`src/rtl/march_pkg.sv`:
```
package march_pkg;

  typedef struct packed {
    logic       wr;
    logic [3:0] motif;
  } mop_t;

  typedef enum logic [1:0] {ST_IDLE, ST_INIT, ST_RUN} st_e;

  localparam int NUM_PH   = 10;
  localparam int SOLID_PH = 5;
  localparam int MAX_EL   = 5;

  function automatic mop_t mk(input logic wr, input logic [3:0] m);
    mop_t o;
    o.wr    = wr;
    o.motif = m;
    return o;
  endfunction

  function automatic logic [2:0] ph_len(input logic [3:0] p);
    case (p)
      4'd0:    return 3'd1;
      4'd1:    return 3'd2;
      4'd2:    return 3'd5;
      4'd3:    return 3'd2;
      4'd4:    return 3'd5;
      4'd5:    return 3'd4;
      4'd6:    return 3'd3;
      4'd7:    return 3'd4;
      4'd8:    return 3'd3;
      default: return 3'd1;
    endcase
  endfunction

  function automatic logic ph_down(input logic [3:0] p);
    return (p == 4'd1) || (p == 4'd6) || (p == 4'd8);
  endfunction

  function automatic mop_t ph_op(input logic [3:0] p, input logic [2:0] e);
    mop_t o;
    o = mk(1'b0, 4'h0);
    case (p)
      4'd0: o = mk(1'b1, 4'h0);
      4'd1: o = (e == 3'd0) ? mk(1'b0, 4'h0) : mk(1'b1, 4'hF);
      4'd2: case (e)
              3'd0: o = mk(1'b0, 4'hF);
              3'd1: o = mk(1'b1, 4'h0);
              3'd2, 3'd3: o = mk(1'b0, 4'h0);
              default: o = mk(1'b1, 4'hF);
            endcase
      4'd3: o = (e == 3'd0) ? mk(1'b0, 4'hF) : mk(1'b1, 4'h0);
      4'd4: case (e)
              3'd0: o = mk(1'b0, 4'h0);
              3'd1: o = mk(1'b1, 4'hF);
              3'd2, 3'd3: o = mk(1'b0, 4'hF);
              default: o = mk(1'b1, 4'h0);
            endcase
      4'd5: case (e)
              3'd0: o = mk(1'b0, 4'h0);
              3'd1: o = mk(1'b1, 4'h5);
              3'd2: o = mk(1'b1, 4'hA);
              default: o = mk(1'b0, 4'hA);
            endcase
      4'd6: case (e)
              3'd0: o = mk(1'b0, 4'hA);
              3'd1: o = mk(1'b1, 4'h5);
              default: o = mk(1'b0, 4'h5);
            endcase
      4'd7: case (e)
              3'd0: o = mk(1'b0, 4'h5);
              3'd1: o = mk(1'b1, 4'h3);
              3'd2: o = mk(1'b1, 4'hC);
              default: o = mk(1'b0, 4'hC);
            endcase
      4'd8: case (e)
              3'd0: o = mk(1'b0, 4'hC);
              3'd1: o = mk(1'b1, 4'h3);
              default: o = mk(1'b0, 4'h3);
            endcase
      default: o = mk(1'b0, 4'h3);
    endcase
    return o;
  endfunction

endpackage

```
`src/rtl/march_addr_ctr.sv`:
```
module march_addr_ctr #(
  parameter int AW = 4
) (
  input  logic          clk,
  input  logic          rst_n,
  input  logic          load_i,
  input  logic          load_down_i,
  input  logic          step_i,
  output logic [AW-1:0] addr_o,
  output logic          at_end_o
);
  localparam logic [AW-1:0] TOP = {AW{1'b1}};

  logic          down_q;
  logic [AW-1:0] addr_q;

  always_ff @(posedge clk or negedge rst_n) begin
    if (!rst_n) begin
      addr_q <= '0;
      down_q <= 1'b0;
    end else if (load_i) begin
      down_q <= load_down_i;
      addr_q <= load_down_i ? TOP : '0;
    end else if (step_i) begin
      addr_q <= down_q ? addr_q - 1'b1 : addr_q + 1'b1;
    end
  end

  assign addr_o   = addr_q;
  assign at_end_o = down_q ? (addr_q == '0) : (addr_q == TOP);

  wire step_up_w = step_i && !load_i && !down_q;
  wire step_dn_w = step_i && !load_i && down_q;

  assert_step_up_R6: assert property (@(posedge clk) disable iff (!rst_n)
    step_up_w |=> (addr_o == $past(addr_o) + AW'(1)));
  assert_step_down_R6: assert property (@(posedge clk) disable iff (!rst_n)
    step_dn_w |=> (addr_o == $past(addr_o) - AW'(1)));
endmodule

```
`src/rtl/march_seq.sv`:
```
module march_seq
  import march_pkg::*;
(
  input  logic clk,
  input  logic rst_n,
  input  logic start_i,
  input  logic wide_i,
  input  logic at_end_i,
  output logic init_o,
  output logic run_o,
  output logic iter_o,
  output mop_t op_o,
  output logic load_o,
  output logic load_down_o,
  output logic step_o,
  output logic start_acc_o,
  output logic done_o
);
  st_e        state_q;
  logic [3:0] phase_q;
  logic [2:0] elem_q;
  logic       iter_q;
  logic       wide_q;
  logic       done_q;

  wire last_el_w = (elem_q == ph_len(phase_q) - 3'd1);
  wire [3:0] last_ph_w = wide_q ? 4'(NUM_PH - 1) : 4'(SOLID_PH - 1);
  wire last_ph_hit_w = (phase_q == last_ph_w);

  assign start_acc_o = (state_q == ST_IDLE) && start_i;
  assign init_o      = (state_q == ST_INIT);
  assign run_o       = (state_q == ST_RUN);
  assign iter_o      = iter_q;
  assign op_o        = ph_op(phase_q, elem_q);
  assign done_o      = done_q;

  wire sweep_end_w = run_o && last_el_w && at_end_i;
  wire pass_end_w  = sweep_end_w && last_ph_hit_w;

  always_comb begin
    step_o      = run_o && last_el_w && !at_end_i;
    load_o      = start_acc_o || sweep_end_w;
    load_down_o = 1'b0;
    if (sweep_end_w && !last_ph_hit_w) load_down_o = ph_down(phase_q + 4'd1);
  end

  always_ff @(posedge clk or negedge rst_n) begin
    if (!rst_n) begin
      state_q <= ST_IDLE;
      phase_q <= '0;
      elem_q  <= '0;
      iter_q  <= 1'b0;
      wide_q  <= 1'b0;
      done_q  <= 1'b0;
    end else begin
      done_q <= 1'b0;
      case (state_q)
        ST_IDLE: if (start_i) begin
          state_q <= ST_INIT;
          wide_q  <= wide_i;
          iter_q  <= 1'b0;
          phase_q <= '0;
          elem_q  <= '0;
        end
        ST_INIT: state_q <= ST_RUN;
        default: begin
          if (!last_el_w) begin
            elem_q <= elem_q + 3'd1;
          end else begin
            elem_q <= '0;
            if (at_end_i) begin
              if (!last_ph_hit_w) begin
                phase_q <= phase_q + 4'd1;
              end else if (!iter_q) begin
                iter_q  <= 1'b1;
                phase_q <= '0;
              end else begin
                state_q <= ST_IDLE;
                done_q  <= 1'b1;
              end
            end
          end
        end
      endcase
    end
  end

  assert_done_single_R10: assert property (@(posedge clk) disable iff (!rst_n)
    done_o |=> !done_o);
  assert_done_after_pass_R10: assert property (@(posedge clk) disable iff (!rst_n)
    done_o |-> $past(pass_end_w));
endmodule

```
`src/rtl/march_rd_pipe.sv`:
```
module march_rd_pipe #(
  parameter int DW = 4
) (
  input  logic          clk,
  input  logic          rst_n,
  input  logic          issue_i,
  input  logic [DW-1:0] word_i,
  output logic          valid_o,
  output logic [DW-1:0] exp_o
);
  always_ff @(posedge clk or negedge rst_n) begin
    if (!rst_n) begin
      valid_o <= 1'b0;
      exp_o   <= '0;
    end else begin
      valid_o <= issue_i;
      exp_o   <= issue_i ? word_i : '0;
    end
  end
endmodule

```
`src/rtl/march_tpg.sv`:
```
module march_tpg
  import march_pkg::*;
#(
  parameter int AW = 4,
  parameter int DW = 4
) (
  input  logic          clk,
  input  logic          rst_n,
  input  logic          start_i,
  input  logic          wide_i,
  output logic [AW-1:0] addr_o,
  output logic [DW-1:0] wdata_o,
  output logic          we_o,
  output logic          en_a_o,
  output logic          en_b_o,
  output logic          srst_a_o,
  output logic          srst_b_o,
  output logic          rd_valid_o,
  output logic [DW-1:0] exp_o,
  output logic          done_o
);
  function automatic logic [DW-1:0] spread(input logic [3:0] m);
    logic [DW-1:0] w;
    for (int i = 0; i < DW; i++) w[i] = m[i % 4];
    return w;
  endfunction

  logic init_w, run_w, iter_w, load_w, load_down_w, step_w, at_end_w, start_acc_w;
  mop_t op_w;

  march_seq u_seq (
    .clk(clk), .rst_n(rst_n), .start_i(start_i), .wide_i(wide_i),
    .at_end_i(at_end_w), .init_o(init_w), .run_o(run_w), .iter_o(iter_w),
    .op_o(op_w), .load_o(load_w), .load_down_o(load_down_w), .step_o(step_w),
    .start_acc_o(start_acc_w), .done_o(done_o)
  );

  march_addr_ctr #(.AW(AW)) u_addr (
    .clk(clk), .rst_n(rst_n), .load_i(load_w), .load_down_i(load_down_w),
    .step_i(step_w), .addr_o(addr_o), .at_end_o(at_end_w)
  );

  wire [DW-1:0] word_w   = spread(op_w.motif);
  wire          rd_iss_w = run_w && !op_w.wr;

  march_rd_pipe #(.DW(DW)) u_rd (
    .clk(clk), .rst_n(rst_n), .issue_i(rd_iss_w), .word_i(word_w),
    .valid_o(rd_valid_o), .exp_o(exp_o)
  );

  assign we_o     = run_w && op_w.wr;
  assign wdata_o  = we_o ? word_w : '0;
  assign en_a_o   = init_w || (run_w && !iter_w);
  assign en_b_o   = init_w || (run_w && iter_w);
  assign srst_a_o = init_w;
  assign srst_b_o = init_w;

  assert_dual_only_after_start_R3: assert property (@(posedge clk) disable iff (!rst_n)
    (en_a_o && en_b_o) |-> $past(start_acc_w));
  assert_write_single_port_R8: assert property (@(posedge clk) disable iff (!rst_n)
    we_o |-> (en_a_o != en_b_o));
  assert_rd_latency_R9: assert property (@(posedge clk) disable iff (!rst_n)
    rd_valid_o |-> ($past(en_a_o ^ en_b_o) && !$past(we_o)));
  assert_idle_at_done_R10: assert property (@(posedge clk) disable iff (!rst_n)
    done_o |-> (!en_a_o && !en_b_o && !we_o));
endmodule

```
`config.mk`:
```
export PLATFORM = sky130hd
export DESIGN_NAME = march_tpg
export DESIGN_NICKNAME = d
export VERILOG_FILES = /design/src/rtl/march_pkg.sv /design/src/rtl/march_addr_ctr.sv /design/src/rtl/march_seq.sv /design/src/rtl/march_rd_pipe.sv /design/src/rtl/march_tpg.sv
export SDC_FILE = /design/constraint.sdc
export NUM_CORES = 1
export LEC_CHECK = 0
export BUFFER_PORTS_ARGS = -buffer_cell sky130_fd_sc_hd__buf_2
export CORE_MARGIN = 4
export CORE_UTILIZATION = 25
export CTS_CLUSTER_SIZE = 14
export DETAILED_ROUTE_END_ITERATION = 6
export PLACE_DENSITY = 0.42
export SLEW_MARGIN = 20
export SYNTH_ARGS = -nofsm -noshare
export SYNTH_HDL_FRONTEND = slang
export SYNTH_SLANG_ARGS = --single-unit
export TNS_END_PERCENT = 1
```
`constraint.sdc`:
```
create_clock -name clk -period 2.5 [get_ports clk]
set_input_delay 0.375 -clock clk [delete_from_list [all_inputs] [get_ports clk]]
set_output_delay 0.375 -clock clk [all_outputs]
set_load 0.01 [all_outputs]
```
# Yosys cells after proc, flatten, opt, wreduce, memory -nomap -nowiden
# Memory sizes are Yosys's and may differ from the RTL's.
# Index checks and enable logic that the tools add are counted.
[totals] out_inout_bits=19 romBits=48 mem_count=1 register_bits=22 latchBits=0 ram_bits=0 in_bits=4
[memory_table] memory="(no name shown)" depth=16 width=3 read_ports=1 rd_ports_with_merged_regs=0 write_ports=0 line="march_pkg.sv:22" rtl="case (p)"
[op_classes] shift=0 n_lt_le_gt_ge=0 n_mul=0 n_reduce_logical=37 eq_ne=21 bitwise=1 n_mux=43 div_mod_pow=0 n_addsub=5
[ops] operator="one-hot mux 5 bit (3 select lines)" count=4
[ops] operator="2-to-1 mux 4 bit" count=12
[ops] operator="one-hot mux 5 bit (9 select lines)" count=1
[ops] operator="equality test 4 x 3 -> 1 bit (second input constant)" count=5
[ops] operator="one-hot mux 5 bit (2 select lines)" count=2
[ops] operator="AND reduction 5 bit" count=3
[ops] operator="equality test 4 bit (second input constant)" count=3
[ops] operator="nonzero test 3 bit" count=4
[ops] operator="2-to-1 mux 1 bit" count=11
[ops] operator="2-to-1 mux 2 bit" count=5
[ops] operator="2-to-1 mux 5 bit" count=2
[ops] operator="logical AND 1 bit" count=9
[ops] operator="adder 4 x 1 -> 4 bit (second input constant)" count=2
[ops] operator="equality test 4 x 1 -> 1 bit (second input constant)" count=2
[ops] operator="equality test 4 x 2 -> 1 bit (second input constant)" count=2
[ops] operator="zero test 4 bit" count=2
[ops] operator="one-hot mux 4 bit (2 select lines)" count=1
[ops] operator="nonzero test 2 bit" count=4
[ops] operator="equality test 3 x 2 -> 1 bit (second input constant)" count=2
[ops] operator="2-to-1 mux 3 bit" count=2
[ops] operator="one-hot mux 3 bit (2 select lines)" count=1
[ops] operator="logical OR 1 bit" count=5
[ops] operator="equality test 4 bit" count=1
[ops] operator="zero test 1 bit" count=4
[ops] operator="other kinds (16)" count=18

# Depth between registers and ports, before layout
# Gate-level depths: netlist of run 1.
# An unclocked memory read counts as a cell.
[depth] ltp_word=9 ltp_mapped=12

# Hierarchy
# Synthesis of run 1 repeated with hierarchy kept, for this count alone.
[hier_totals] hier_cells=220 area_unflattened_um2=1865.5
[by_module_without_submodules] module="march_seq" area_per_inst_um2=1271.2 instances=1 cells_per_inst=162
[by_module_without_submodules] module="march_addr_ctr" area_per_inst_um2=376.6 instances=1 cells_per_inst=39
[by_module_without_submodules] module="march_rd_pipe" area_per_inst_um2=150.1 instances=1 cells_per_inst=9
[by_module_without_submodules] module="march_tpg" area_per_inst_um2=67.6 instances=1 cells_per_inst=10

# Worst setup path after synthesis of run 1
# Ideal clock, no wire load.
[synth_path] path_type="reg2reg" start="reg u_seq.phase_q[0]" end="reg u_addr.addr_q[3] (netlist: u_addr.addr_o[3])" stages_incl_launch_ff=13 t_arrival_ns=2.547 path_slack_ns=-0.134 n_path_buf=1 cell_sequence="dfrtp_1 > buf_6 > inv_1 > ha_1 > nand2_1 > a21oi_1 > a21oi_1 > ha_1 > xor2_1 > xnor2_1 > a31oi_1 > or4b_1 > o211ai_1"
[synth_via] elab_chain_cells=9 word_cells_on_any_way=20 cone_classes="add/sub: 2; eq/ne: 5; mux: 3; reduce/logical: 9; memory: 1"
[synth_rtl] element="start: declaration" line="march_seq.sv:20" rtl="logic [3:0] phase_q;"
[synth_rtl] element="start signal: assignment" line="march_seq.sv:73" rtl="phase_q <= phase_q + 4'd1;"
[synth_rtl] element="memory (16 x 3 bit)"
[synth_rtl] element="subtractor 3 x 1 -> 3 bit" line="march_seq.sv:26" rtl="wire last_el_w = (elem_q == ph_len(phase_q) - 3'd1);"
[synth_rtl] element="equality test 3 bit" line="march_seq.sv:26"
[synth_rtl] element="logical AND 1 bit" line="march_seq.sv:37, march_seq.sv:41"
[synth_rtl] element="logical AND 1 bit" line="march_seq.sv:37" rtl="wire sweep_end_w = run_o && last_el_w && at_end_i;"
[synth_rtl] element="logical AND 1 bit" line="march_seq.sv:44" rtl="if (sweep_end_w && !last_ph_hit_w) load_down_o = ph_down(phase_q + 4'd1);"
[synth_rtl] element="2-to-1 mux 1 bit" line="march_seq.sv:44"
[synth_rtl] element="2-to-1 mux 4 bit" line="march_addr_ctr.sv:23" rtl="addr_q <= load_down_i ? TOP : '0;"
[synth_rtl] element="2-to-1 mux 4 bit" line="march_addr_ctr.sv:21" rtl="end else if (load_i) begin"
[synth_rtl] element="end signal: assignment" line="march_addr_ctr.sv:23"
[synth_rtl] element="end signal: assignment" line="march_addr_ctr.sv:25" rtl="addr_q <= down_q ? addr_q - 1'b1 : addr_q + 1'b1;"
[synth_rtl] element="end: declaration" line="march_addr_ctr.sv:15" rtl="logic [AW-1:0] addr_q;"
# Parallel ways exist; a longest one is shown, timed or not.
# A chain may end at the register's enable or synchronous reset.

# Worst setup path after layout of run 1
[layout_path] start="reg u_seq.phase_q[1]" end="out wdata_o[1]"
[layout_via] elab_chain_cells=4 word_cells_on_any_way=12 cone_classes="eq/ne: 8; mux: 2; reduce/logical: 2"
[layout_rtl] element="equality test 4 bit, or another cell as far along" line="march_pkg.sv:43" rtl="case (p)"
[layout_rtl] element="one-hot mux 5 bit (9 select lines) *" line="march_pkg.sv:43"
[layout_rtl] element="logical AND 1 bit" line="march_tpg.sv:51" rtl="assign we_o = run_w && op_w.wr;"
[layout_rtl] element="2-to-1 mux 4 bit *" line="march_tpg.sv:52" rtl="assign wdata_o = we_o ? word_w : '0;"
[layout_rtl] element="end: declaration" line="march_tpg.sv:12" rtl="output logic [DW-1:0] wdata_o,"
# Mark *: on every way between the ends. The rest lies on a longest branch, timed or not.

==> results.cfg, run 1 <==
[worst_hold_path]
hold_path.class = in -> async

[global_route]
grt_pass1_wl_um = 8645
grt_max_degree = 23
grt.overflow.total = 0
grt_pass1_vias = 1747
antenna_found_initial = 0
grt_use_total = 0.1233

[drt]
num_vias = 1708
postRouteAntennaNets = 0
first_iter_violations = 45
drt-total-wl_um = 5073
viasPerCell = 4.654
first_pass_iters = 4
wl_per_cell_um = 13.82
drc = 0

[sta]
rsz0062_at_grt = yes
whs_ns = 0.08348
slew_violations = 0
finClkSkew_ns = 0.006847
setup_violations = 5
worst_pin_slew_ns = 0.6927
fmax_ghz = 0.3908
fin_ws_ns = -0.05863
finalHoldViolations = 0
fin_crit_ns = 2.559
fin_crit_sh = 1.023
slew_headroom = 0.5372

[synthesis]
syn-num-nets = 232
synth_edf_count = 0
synth_area_leaders = dfrtp_1 30%, ha_1 8.9%, nand2_1 6.0%
postSynth.asyncResetShare = 1.000
synth_seq_area_share = 0.3012
ys_types = 52
synthFlopType = dfrtp_1
syn_area_um2 = 1828
yosys.area.top_type_share = 0.3012
yosysMostFrequentCell = nand2_1
yosysWarnings = 0
ys_ff_latch = 22
yosysTopAreaCell = dfrtp_1
post_synth.cell_area_avg_um2 = 8.542
synth_commonest_cells = 29 x nand2_1, 22 x dfrtp_1, 18 x o21ai_0, 17 x inv_1, 17 x nor2_1
synthCells = 214

[run]
maxCapViolations = 0

[power]
p_leak_nw = 1.154
total_power_mw = 3.978
powerDensity_nw_per_um2 = 1569
ir_drop_mv = 0.3504

[clock_network]
clkSinkCount = 22
holdBufCountCts = 0
clockRootBuffer = clkbuf_8
cts_buffers = 3
insertion_delay_ns = 0.27
cts_tree = yes
clock_path_buffers = 2
path_clk_slew_ns = 0.09
htreeDepth = 1

[final_layout]
utilization = 0.3650
num_antenna_cells = 0
finalNetCount = 290
drive_gt1_frac = 0.4391
syn_to_final_growth_pct = 38.67
stdcell_count = 367

[setup_path]
required_ns = 2.12
crit_arrival_ns = 2.18
cp_max_fo = 5
end_kind = primary output
start_kind = flop
r2r_cells = 11
critical_path_class = reg -> out

[run_status]
status = finished with violations
violations = negative setup slack

[placement]
dp_cells = 349
io_buffers = 22
place_congestion = 0.7596
dp.final_hpwl_um = 3749

[die]
core_area_um2 = 6944
num_rows = 30
start_util = 0.2632
ios = 23
dieArea_um2 = 8744
dieWidth_um = 93.51
dieHeight_um = 93.51
## kinds of logic after synthesis
kind of cell	share of synthesized area
flops	0.3012
compound gates	0.2225
mux	0.02875
fa+ha+maj	0.09993
simple gates	0.2300
buf+inv	0.07939
xor+xnor	0.03833
## routing by layer
metal	vias up	track usage	part of all wire
met5	-	0	0
met4	0	0.02564	0.0067
met3	2	0.02172	0.028
met2	23	0.2031	0.46
met1	823	0.1682	0.50
li1	860	-	-
## power breakdown
part	leakage [nW]	switching (mW)	internal, mW
Clock	0.0288	0.127	0.141
Sequential	0.267	0.176	0.510
Combinational	0.858	1.55	1.48
## what timing repair did
| action | CTS | global route |
|---|---|---|
| gates resized for setup | 27 | 20 |
| buffers inserted | 13 | 1 |
| endpoints found under the setup margin | 8 | 21 |
| pin swaps | 8 | 10 |
## registers in the layout, indices dropped and copies added, names as in the netlist
name and cells:
u_addr.down_q 1, u_addr.addr_o 4, u_seq.wide_q 1, u_seq.phase_q 4
u_seq.state_q 2, u_seq.done_o 1, u_rd.valid_o 1, u_rd.exp_o 4
u_seq.elem_q 3, u_seq.iter_o 1
## critical path, stage by stage, from the launching register on
cell and delay (ns):
dfrtp_2 0.45, inv_4 0.07, ha_4 0.16, or2_4 0.26, a211oi_2 0.20, a2bb2o_4 0.23
a32o_2 0.24, nand2_4 0.10, nor2_1 0.05, buf_2 0.14
## final timing paths
| check | from | endpoint | slack [ns] |
|---|---|---|---|
| max in group asynchronous | rst_n | u_seq.elem_q[1]$_DFFE_PN0P_ | 2.01 |
| worst max-delay path | u_seq.phase_q[1]$_DFFE_PN0P_ | wdata_o[1] | -0.06 |
| worst min register to register | u_seq.wide_q$_DFFE_PN0P_ | u_seq.wide_q$_DFFE_PN0P_ | 0.56 |
| worst min-delay path | rst_n | u_seq.phase_q[3]$_DFFE_PN0P_ | 0.08 |
| worst max register to register | u_seq.phase_q[1]$_DFFE_PN0P_ | u_addr.addr_o[3]$_DFFE_PN0P_ | 0 |
| min in group clk | wide_i | u_seq.wide_q$_DFFE_PN0P_ | 0.33 |
## through the flow
stage,cell area (µm²),setup TNS [ns],worst slack [ns]
floorplan,1847,0,0.02339
global placement,2191,-0.09560,-0.07810
detailed placement,2191,-0.06774,-0.04369
CTS,2452,-0.5104,-0.09537
global route,2535,-1.717,-0.1761
finish,2535,-0.2495,-0.05863
## placed cells by master (no fill, tap or decap), drive strengths merged, types with 2 or more instances in the layout
master and n:
buf 62, nand2 29, dfrtp 22, o21ai 19, nor2 17, inv 17, ha 13, a21oi 12
nand2b 8, a211oi 6, xnor2 6, nor3 6, nand3 4, clkbuf 4, o22ai 4, nor2b 3
mux2i 3, or2 3, o21ba 2, o31ai 2, mux2 2, a22oi 2, a31oi 2, nand3b 2
xor2 2, or4b 2
## final cells by class
class | instances | area, µm²
Multi-Input combinational cell | 166 | 1329
Clock buffer | 4 | 55.05
Inverter | 17 | 66.31
Timing Repair Buffer | 62 | 410.4
Tap cell | 96 | 120.1
Sequential cell | 22 | 554.3
Fill cell | 706 | 4409
No activity file was read; power rests on OpenSTA's default activity.
==> inputs of run 2 (changes only) <==
--- a/config.mk
+++ b/config.mk
@@ -10,6 +10,7 @@
 export CORE_UTILIZATION = 25
 export CTS_CLUSTER_SIZE = 14
 export DETAILED_ROUTE_END_ITERATION = 6
+export MAX_ROUTING_LAYER = met4
 export PLACE_DENSITY = 0.42
 export SLEW_MARGIN = 20
 export SYNTH_ARGS = -nofsm -noshare
==> run 2 against run 1 <==
The run still ends with negative setup slack left. Design area is 0.54% higher. Die area stayed put. Flip-flop and latch count stayed put. Routed wire length is 0.39% higher. Critical endpoint unchanged.
==> results.cfg, run 2 (synthesis gave the netlist of run 1 again) <==
[run_status]
status = finished with violations
violations = negative setup slack

[sta]
rsz0062_at_grt = yes
fin_crit_ns = 2.562
fin_ws_ns = -0.06203
finalHoldViolations = 0
finClkSkew_ns = 0.007266
slew_headroom = 0.5403
worst_pin_slew_ns = 0.6881
fin_crit_sh = 1.025
fmax_ghz = 0.3903
slew_violations = 0
setup_violations = 6

[drt]
viasPerCell = 4.676
first_iter_violations = 52
postRouteAntennaNets = 0
num_vias = 1716
wl_per_cell_um = 13.88
first_pass_iters = 4
drc = 0
drt-total-wl_um = 5093

[final_layout]
stdcell_count = 367
final_cell_mix = 40 x buf_4, 28 x nand2_1, 22 x buf_2
num_antenna_cells = 0
fillCellCount = 705
final_common_cell = buf_4
drive_gt1_frac = 0.4428
finalNetCount = 290
stdcell_area_um2 = 2549
syn_to_final_growth_pct = 39.42

[worst_hold_path]
hold_path.class = in -> async

[placement]
place_area_um2 = 2191
place_congestion = 0.7696
io_buffers = 22
dp.final_hpwl_um = 3749
dp_cells = 349

[clock_network]
cts_tree = yes
clock_path_buffers = 2
holdBufCountCts = 0
clkSinkCount = 22
clockRootBuffer = clkbuf_8
path_clk_slew_ns = 0.09
insertion_delay_ns = 0.27
cts_buffers = 3
htreeDepth = 1

[setup_path]
required_ns = 2.12
cp_max_fo = 5
end_kind = primary output
start_kind = flop
crit_arrival_ns = 2.19
critical_path_class = reg -> out

[run]
maxCapViolations = 0

[die]
dieHeight_um = 93.51
start_util = 0.2632
ios = 23
dieArea_um2 = 8744
dieWidth_um = 93.51
num_rows = 30
core_area_um2 = 6944

[global_route]
grt_pass1_vias = 1743
grt_max_degree = 23
grt.overflow.total = 0
grt_use_total = 0.1268
grt_pass1_wl_um = 8659
antenna_found_initial = 0

[power]
ir_drop_mv = 0.3727
powerDensity_nw_per_um2 = 1573
p_leak_nw = 1.160
run 2: through the flow:
stage / power (mW) / TNS (ns) / setup WS, ns / utilization / hold slack (ns)
floorplan: 2.311 / 0 / 0.02339 / - / 0.07941
detailed placement: 3.115 / -0.06774 / -0.04369 / 0.3155 / 0.4033
global placement: 3.131 / -0.09560 / -0.07810 / 0.3155 / 0.4021
CTS: 3.828 / -0.5104 / -0.09537 / 0.3532 / 0.1010
global route: 4.406 / -1.843 / -0.2049 / 0.3670 / 0.1178
finish: 4.010 / -0.3213 / -0.06203 / 0.3670 / 0.08138
run 2: layout make-up:
type                    instances  area [µm²]  share of cell area
multi-input cells             166        1343              0.5268
flip-flops and latches         22       554.3              0.2175
repair buffers                 62       410.4              0.1610
well taps                      96       120.1             0.04713
inverters                      17       66.31             0.02602
clock buffers                   4       55.05             0.02160
run 2: per-layer routing:
layer,global-route usage,vias to the layer above,part of all wire
met1,0.1692,830,0.49
met5,-,-,0
met3,0.02172,2,0.036
met2,0.2025,28,0.47
met4,0.02564,0,0.0073
li1,-,856,-
run 2: path summary, 6_finish.rpt:
check	depth (start not counted)	slack, ns	to	from
max	9	-0.06	wdata_o[1]	u_seq.phase_q[1]$_DFFE_PN0P_
min reg2reg	1	0.56	u_seq.wide_q$_DFFE_PN0P_	u_seq.wide_q$_DFFE_PN0P_
min in group clk	2	0.33	u_seq.wide_q$_DFFE_PN0P_	wide_i
min	1	0.08	u_seq.phase_q[3]$_DFFE_PN0P_	rst_n
max in group asynchronous	1	2.01	u_seq.elem_q[1]$_DFFE_PN0P_	rst_n
max reg2reg	11	-0.06	u_addr.addr_o[3]$_DFFE_PN0P_	u_seq.phase_q[1]$_DFFE_PN0P_
run 2: report_power, final:
group | internal (mW) | total (mW) | switching, mW
logic | 1.48 | 3.06 | 1.57
registers | 0.510 | 0.686 | 0.176
clock network | 0.141 | 0.269 | 0.128
total | 2.13 | 4.01 | 1.88
run 2: what timing repair did:
item / in CTS / in global routing
setup endpoints to repair: 8 / 21
gates resized for setup: 27 / 20
pin swaps: 8 / 9
setup buffers: 13 / 1
run 2: worst max-delay path, stage by stage, from the launching register on:
cell	delay (ns)
dfrtp_2	0.46
inv_4	0.07
ha_4	0.16
or2_4	0.26
a211oi_2	0.20
a2bb2o_4	0.23
a32o_2	0.24
nand2_4	0.10
nor2_1	0.05
buf_2	0.14
==> inputs of run 3 (changes only) <==
--- a/config.mk
+++ b/config.mk
@@ -12,6 +12,8 @@
 export DETAILED_ROUTE_END_ITERATION = 6
 export MAX_ROUTING_LAYER = met4
 export PLACE_DENSITY = 0.42
+export REMOVE_ABC_BUFFERS = 1
+export SKIP_CTS_REPAIR_TIMING = 1
 export SLEW_MARGIN = 20
 export SYNTH_ARGS = -nofsm -noshare
 export SYNTH_HDL_FRONTEND = slang
==> run 3 against run 2 <==
Via count is 3.5% lower. The flow still finishes with violations (negative setup slack). Highest routed layer unchanged. Sequential power decreased by 7.9%. Worst hold slack gained 0.0041 ns. Utilization down 2.3 points. Clock skew is 0.0031 ns lower. Cell count is 2.2% lower.
==> results.cfg, run 3 (synthesis gave the netlist of run 1 again) <==
[run_status]
status = finished with violations
violations = negative setup slack

[sta]
fin_crit_ns = 2.615
setup_violations = 7
fin_crit_sh = 1.046
slew_headroom = 0.6282
fmax_ghz = 0.3824
worst_pin_slew_ns = 0.5577
rsz0062_at_grt = yes
finalHoldViolations = 0
slew_violations = 0
whs_ns = 0.08545
finClkSkew_ns = 0.004164
fin_ws_ns = -0.1150

[setup_path]
required_ns = 2.12
slowest_stage = dfrtp_1
end_kind = primary output
max_stage_delay_ns = 0.41
cp_max_fo = 8
r2r_cells = 11
crit_family = compound AO/OA/AOI/OAI gates
critical_path_depth = 9
cp.buffers_inverters = 2
critical_path_class = reg -> out
crit_arrival_ns = 2.24
start_kind = flop
path_cells = buf_6 > ha_4 > or2_4 > a211oi_2 > a2bb2o_4 > a32o_2 > nand2_4 > nor2_1 > buf_2

[worst_hold_path]
hold_path.class = in -> async

[placement]
io_buffers = 22
place_area_um2 = 2187
place_congestion = 0.7608
place_ws_ns = 0.01273
dp.final_hpwl_um = 3576

[global_route]
antenna_found_initial = 0
grt_pass1_vias = 1564
grt_max_degree = 23
grt_pass1_wl_um = 7734
grt.overflow.total = 0
grt_use_total = 0.1140

[clock_network]
insertion_delay_ns = 0.27
clock_path_buffers = 2
path_clk_slew_ns = 0.09
clockRootBuffer = clkbuf_8
cts_tree = yes
htreeDepth = 1
clkSinkCount = 22
cts_buffers = 3

[die]
start_util = 0.2632
num_rows = 30
dieHeight_um = 93.51
dieWidth_um = 93.51
core_area_um2 = 6944
ios = 23
dieArea_um2 = 8744

[final_layout]
syn_to_final_growth_pct = 30.80
finalNetCount = 283
final_cell_mix = 30 x buf_4, 28 x nand2_1, 22 x buf_2, 22 x dfrtp_1, 17 x nor2_1
final_common_cell = buf_4
drive_gt1_frac = 0.3460
num_antenna_cells = 0
stdcell_area_um2 = 2391

[drt]
viasPerCell = 4.613
num_vias = 1656
wl_per_cell_um = 13.33
first_iter_violations = 19
drc = 0
drt-total-wl_um = 4785
postRouteAntennaNets = 0
first_pass_iters = 4

[power]
powerDensity_nw_per_um2 = 1491
p_leak_nw = 1.108
ir_drop_mv = 0.4544

[run]
maxCapViolations = 0
-- run 3: cell types whose count changed in the layout (fill, tap and decap cells not counted), sizes merged --
cell	previous run	this run
buf	62	55
clkbuf	4	3
-- run 3: metrics by stage --
stage               std cells  total power [mW]  utilization  setup TNS, ns
finish                    359             3.564       0.3443        -0.5610
global route              359             3.912       0.3443         -2.207
CTS                       354             3.267       0.3209         -1.447
detailed placement        351             3.012       0.3150              0
global placement          351             3.025       0.3150              0
floorplan                 205             2.188            -        -0.1433
-- run 3: path summary, 6_finish.rpt --
check / slack (ns) / from / to
setup reg to reg: -0.02 / u_seq.phase_q[0]$_DFFE_PN0P_ / u_seq.state_q[0]$_DFFE_PN0P_
hold / removal: 0.09 / rst_n / u_seq.elem_q[0]$_DFFE_PN0P_
hold reg to reg: 0.56 / u_seq.wide_q$_DFFE_PN0P_ / u_seq.wide_q$_DFFE_PN0P_
max in group asynchronous: 2.05 / rst_n / u_addr.down_q$_DFFE_PN0P_
setup / recovery: -0.11 / u_seq.phase_q[1]$_DFFE_PN0P_ / wdata_o[2]
min in group clk: 0.33 / wide_i / u_seq.wide_q$_DFFE_PN0P_
-- run 3: cell type report --
cell class                      count  area (µm²)
Multi-Input combinational cell    166        1246
Clock buffer                        3       41.29
Timing Repair Buffer               55       369.1
Sequential cell                    22       550.5
Tap cell                           96       120.1
Fill cell                         739        4553
Inverter                           17       63.81
-- run 3: report_power, final --
part	total [mW]	leakage, nW	internal [mW]	switching, mW
clock network	0.237	0.0216	0.108	0.129
logic	2.70	0.815	1.26	1.44
registers	0.632	0.271	0.505	0.127
-- run 3: metal layers --
layer / GRT usage / vias to the layer above / share of wire
met2: 0.1775 / 25 / 0.46
met5: - / - / 0
met4: 0.02564 / 0 / 0.0069
met1: 0.1533 / 781 / 0.50
li1: - / 846 / -
met3: 0.02172 / 4 / 0.032
